## config.mk

```make
export PLATFORM = sky130hd
export DESIGN_NAME = vec_step_seq
export DESIGN_NICKNAME = d
export VERILOG_FILES = /design/src/rtl/vec_step_seq.sv
export SDC_FILE = /design/constraint.sdc
export NUM_CORES = 1
export LEC_CHECK = 0
export BUFFER_PORTS_ARGS = -buffer_cell sky130_fd_sc_hd__buf_2
export CAP_MARGIN = 30
export CORE_ASPECT_RATIO = 0.6
export CORE_MARGIN = 5
export CORE_UTILIZATION = 46
export DETAILED_ROUTE_END_ITERATION = 12
export PLACE_DENSITY = 0.74
export RECOVER_POWER = 100
export SYNTH_ARGS = -nofsm -noshare
export SYNTH_HDL_FRONTEND = slang
export SYNTH_SLANG_ARGS = --single-unit
```

## constraint.sdc

```tcl
create_clock -name clk -period 1.7 [get_ports clk]
set_clock_uncertainty 0.05 [all_clocks]
set_input_delay 0.34 -clock clk [delete_from_list [all_inputs] [get_ports clk]]
set_output_delay 0.34 -clock clk [all_outputs]
set_load 0.01 [all_outputs]
```

## src/rtl/vec_step_seq.sv

```systemverilog
module vec_step_seq #(
  parameter int STEP_W = 7,
  parameter int SUB_W  = 2
) (
  input  logic              clk,
  input  logic              rst,
  input  logic              adv,
  input  logic              ld,
  input  logic [STEP_W-1:0] ld_src_step,
  input  logic [SUB_W-1:0]  ld_src_sub,
  input  logic [STEP_W-1:0] ld_dst_step,
  input  logic [SUB_W-1:0]  ld_dst_sub,
  input  logic [SUB_W-1:0]  sub_len,
  input  logic              pack,
  input  logic              unpack,
  input  logic              src_end,
  input  logic              dst_end,
  output logic [STEP_W-1:0] src_step,
  output logic [SUB_W-1:0]  src_sub,
  output logic [STEP_W-1:0] dst_step,
  output logic [SUB_W-1:0]  dst_sub
);
  localparam int PAIR_W = STEP_W + SUB_W;

  function automatic logic [PAIR_W-1:0] pair_next(
    input logic [STEP_W-1:0] step,
    input logic [SUB_W-1:0]  sub,
    input logic [SUB_W-1:0]  len,
    input logic              inv,
    input logic              fin
  );
    logic [STEP_W-1:0] ns;
    logic [SUB_W-1:0]  nb;
    logic              sub_done;
    sub_done = (sub == len);
    ns = step;
    nb = sub;
    if (inv) begin
      if (fin) begin
        ns = '0;
        if (!sub_done) nb = sub + 1'b1;
      end else begin
        ns = step + 1'b1;
      end
    end else begin
      if (sub_done) begin
        nb = '0;
        if (!fin) ns = step + 1'b1;
      end else begin
        nb = sub + 1'b1;
      end
    end
    return {ns, nb};
  endfunction

  logic [PAIR_W-1:0] src_nxt, dst_nxt;

  assign src_nxt = pair_next(src_step, src_sub, sub_len, pack,   src_end);
  assign dst_nxt = pair_next(dst_step, dst_sub, sub_len, unpack, dst_end);

  always_ff @(posedge clk) begin
    if (rst) begin
      src_step <= '0;
      src_sub  <= '0;
      dst_step <= '0;
      dst_sub  <= '0;
    end else if (ld) begin
      src_step <= ld_src_step;
      src_sub  <= ld_src_sub;
      dst_step <= ld_dst_step;
      dst_sub  <= ld_dst_sub;
    end else if (adv) begin
      {src_step, src_sub} <= src_nxt;
      {dst_step, dst_sub} <= dst_nxt;
    end
  end
endmodule

```

==> results.py <==
metrics = {
    "run_status": {
        "outcome": "complete, no violations",
    },
    "die": {
        "die-width_um": 81.9,
        "fp-row-count": 15,
        "ioPinCount": 46,
        "start_util_pct": 48.8,
        "dieHeight_um": 53.2,
        "fp.dieArea_mm2": 0.00435,
        "core_mm2": 0.00293,
    },
    "global_route": {
        "first_global_vias": 1472,
        "globalRouteTotalUtil_pct": 22.1,
        "busiest_layer_in_global_routing": "met1",
        "number_of_antenna_violations_at_the_first_check_in_global_routing": 0,
        "met1_usage_pct": 33.1,
        "met2_capacity_usage_during_global_routing_pct": 30.2,
        "gr-total-overflow": 0,
        "grt_use_met3_pct": 6.29,
        "grt_start_max_net_pins": 19,
        "grt_first_pass_wirelength_mm": 7.27,
    },
    "synthesis": {
        "syn-cell-area_mm2": 0.00143,
        "synth.top_cells.by_count": "dfxtp_1, nand2_1, a21oi_1, a31oi_1, nor2_1",
        "syn_area_per_cell_um2": 7.68,
        "yosysUniqueCellTypes": 51,
        "synth.yosys.seq_area_share_pct": 25.2,
        "synth_flop_cell": "dfxtp_1",
        "yosysWarnings": 0,
        "leading_cell_type_by_number_of_instances_after_synthesis": "dfxtp_1",
        "synth_largest_area_cell": "dfxtp_1",
        "netlist_top_cells_area": "dfxtp_1, a31oi_1, a21oi_1",
        "synth_seq_cells": 18,
        "synth.net_count": 216,
        "netlist.area_leader.share_pct": 25.2,
        "synthesis.instances": 186,
        "post_synth_arst_share_pct": 0,
        "number_of_flops_mapped_to_enable_cells_by_yosys": 0,
    },
    "power": {
        "power_frac_seq_pct": 39.0,
        "clock_network_power_share_pct": 29.4,
        "ir_drop_mv": 0.373,
        "power.leakage_nw": 0.768,
        "power-per-cell-area_mw_per_mm2": 668,
        "internal-power_mw": 0.838,
        "netSwitchingPower_mw": 0.414,
        "switching_share_pct": 33.1,
        "logic_pwr_share_pct": 31.6,
    },
    "setup_path": {
        "worst-setup-path-type": "reg2reg",
        "cp.buffers_inverters": 0,
        "critPathSlowestCell": "or4_1",
        "worstReg2RegStart": "dst_sub[1]$_SDFFE_PP0P_",
        "worst_path_cell_chain": "xnor2_4 -> a32oi_4 -> or4_1 -> a21oi_1",
        "crit_path_start": "dst_sub[1]$_SDFFE_PP0P_",
        "crit_family": "simple AND/OR/NAND/NOR gates",
        "endpoint_kind": "flip-flop",
        "worstPathMaxFanout": 6,
        "startpoint_types": "flip-flop",
        "crit_required_ns": 1.84,
        "timing.critical_path.arrival_ns": 1.77,
        "timing.critical_path.slowest_cell_delay_ns": 0.52,
    },
    "placed_design": {
        "gpl.final_weighted_congestion": 0.896,
        "placed_area_mm2": 0.00183,
        "dp_hpwl_mm": 3.43,
        "portBuffers": 45,
    },
    "detailed_routing": {
        "drt_iter0_markers": 186,
        "drtPass1Iterations": 4,
        "drt-wirelength-per-cell_um": 15.7,
        "vias": 1687,
        "drc_errors": 0,
        "totalWireLength_mm": 4.51,
        "route.antenna.remaining_nets": 0,
        "via_per_inst": 5.86,
    },
    "cells_and_area": {
        "finish.utilization_pct": 64.0,
        "antenna_cells_inserted": 0,
        "fraction_of_final_layout_cells_sized_beyond_drive_strength_1_pct": 27.6,
        "nNetsFinal": 277,
        "area_delta_synth_final_pct": 31.2,
        "design_area_final_mm2": 0.00187,
    },
    "sta": {
        "final_min_period_over_clock_period_pct": 96.1,
        "timing.final.max_slew_violations": 0,
        "timing.final.setup_violations": 0,
        "minimum_period_implied_by_the_final_worst_setup_slack_ns": 1.63,
        "slew_headroom_pct": 75.0,
        "timing.final.hold_violations": 0,
        "setup_repair_after_global_routing_missed_its_margin": "no",
        "max_freq_mhz": 612,
        "worst_pin_slew_ns": 0.376,
    },
    "min_path": {
        "min_from": "ld_src_step[4]",
        "worstHoldPathType": "in2reg",
    },
    "clocking": {
        "hold_buffers": 0,
        "cts_made_buffers": 3,
        "cts_root_buf": "clkbuf_8",
        "cts.path.max_buffers": 2,
        "clock_insertion_delay_worst_skew_ns": 0.26,
        "cts.sink_count": 18,
        "clk_pin_slew_worst_paths_ns": 0.08,
        "cts_htree_levels": 1,
        "cts_tree": "yes",
    },
    "flow_run": {
        "maxCapViolations": 0,
    },
}
==> routing by layer <==
metal	up-vias	part of all wire, %
met4	0	1.4
met1	740	47
met2	105	40
met5	-	0
li1	830	-
met3	12	11
==> sequential cells by signal, indices dropped and copies added, names as in the netlist <==
signal / cells
src_step: 7
dst_sub: 2
src_sub: 2
dst_step: 7
==> power by group through the flow <==
stage               registers (mW)  clock network (mW)  logic (mW)
global placement             0.497                   0       0.386
CTS                          0.487               0.381       0.395
floorplan                    0.510                   0       0.209
detailed placement           0.497                   0       0.393
global route                 0.494               0.403       0.431
finish                       0.489               0.367       0.396
==> cells by family (layout without fill, tap and decap cells) <==
kind of cell | count (synthesis) | in the layout | synth area share, %
compound gates | 69 | 69 | 34.4
simple gates | 66 | 66 | 24.0
buf+inv | 23 | 83 | 7.54
flops | 18 | 18 | 25.2
xor+xnor | 6 | 6 | 5.52
fa+ha+maj | 2 | 2 | 1.75
mux | 2 | 2 | 1.58
==> metrics by stage <==
step	hold slack (ns)	power [mW]	setup slack (ns)	std cells	TNS, ns
final	0.227	1.25	0.0659	288	0
after global routing	0.239	1.33	0.00374	288	0
after CTS	0.222	1.26	0.0576	288	0
after detailed placement	0.477	0.889	-0.0177	284	-0.0177
after global placement	0.471	0.883	0.0219	284	0
after floorplan	0.399	0.719	0.0776	186	0
==> path summary, 6_finish.rpt <==
kind                         endpoint  slack (ns)  cells past startpoint
min reg2reg  dst_step[0]$_SDFFE_PP0P_        0.47                      2
max          dst_step[3]$_SDFFE_PP0P_        0.07                      4
min          src_step[4]$_SDFFE_PP0P_        0.23                      3
max reg2reg  dst_step[3]$_SDFFE_PP0P_        0.07                      4
==> what timing repair did <==
action,in CTS,in global routing
buffers inserted,0,0
resized for setup,0,4
setup endpoints to repair,0,5
==> tightest hold or removal path, delay by kind of cell <==
kind / cells / cell delay [ns]
buffers and inverters: 1 / 0.08
AOI/OAI and AO/OA: 1 / 0.06
and+or+nand+nor: 1 / 0.03
==> cell usage in the layout (no fill, tap or decap), drive strengths merged, types with 2 or more instances in the layout <==
cell type,instances
a211oi,3
a21oi,15
a221oi,2
a31oi,13
a32oi,4
and3,3
buf,55
clkbuf,19
dfxtp,18
ha,2
inv,9
mux2,2
nand2,17
nand2b,4
nand3,6
nand3b,2
nand4,4
nor2,11
nor2b,5
nor3,5
o211ai,7
o21ai,6
o21bai,2
o31ai,4
or3,2
or4,2
xnor2,4
xor2,2
==> area by class of cell <==
cell class | count | area [um^2]
fill | 282 | 1050
multi-input combinational | 145 | 973
timing repair buffer | 70 | 397
sequential | 18 | 362
clock buffer | 4 | 55.1
tap | 42 | 52.6
inverter | 9 | 33.8
No activity file was read; power rests on OpenSTA's default activity.
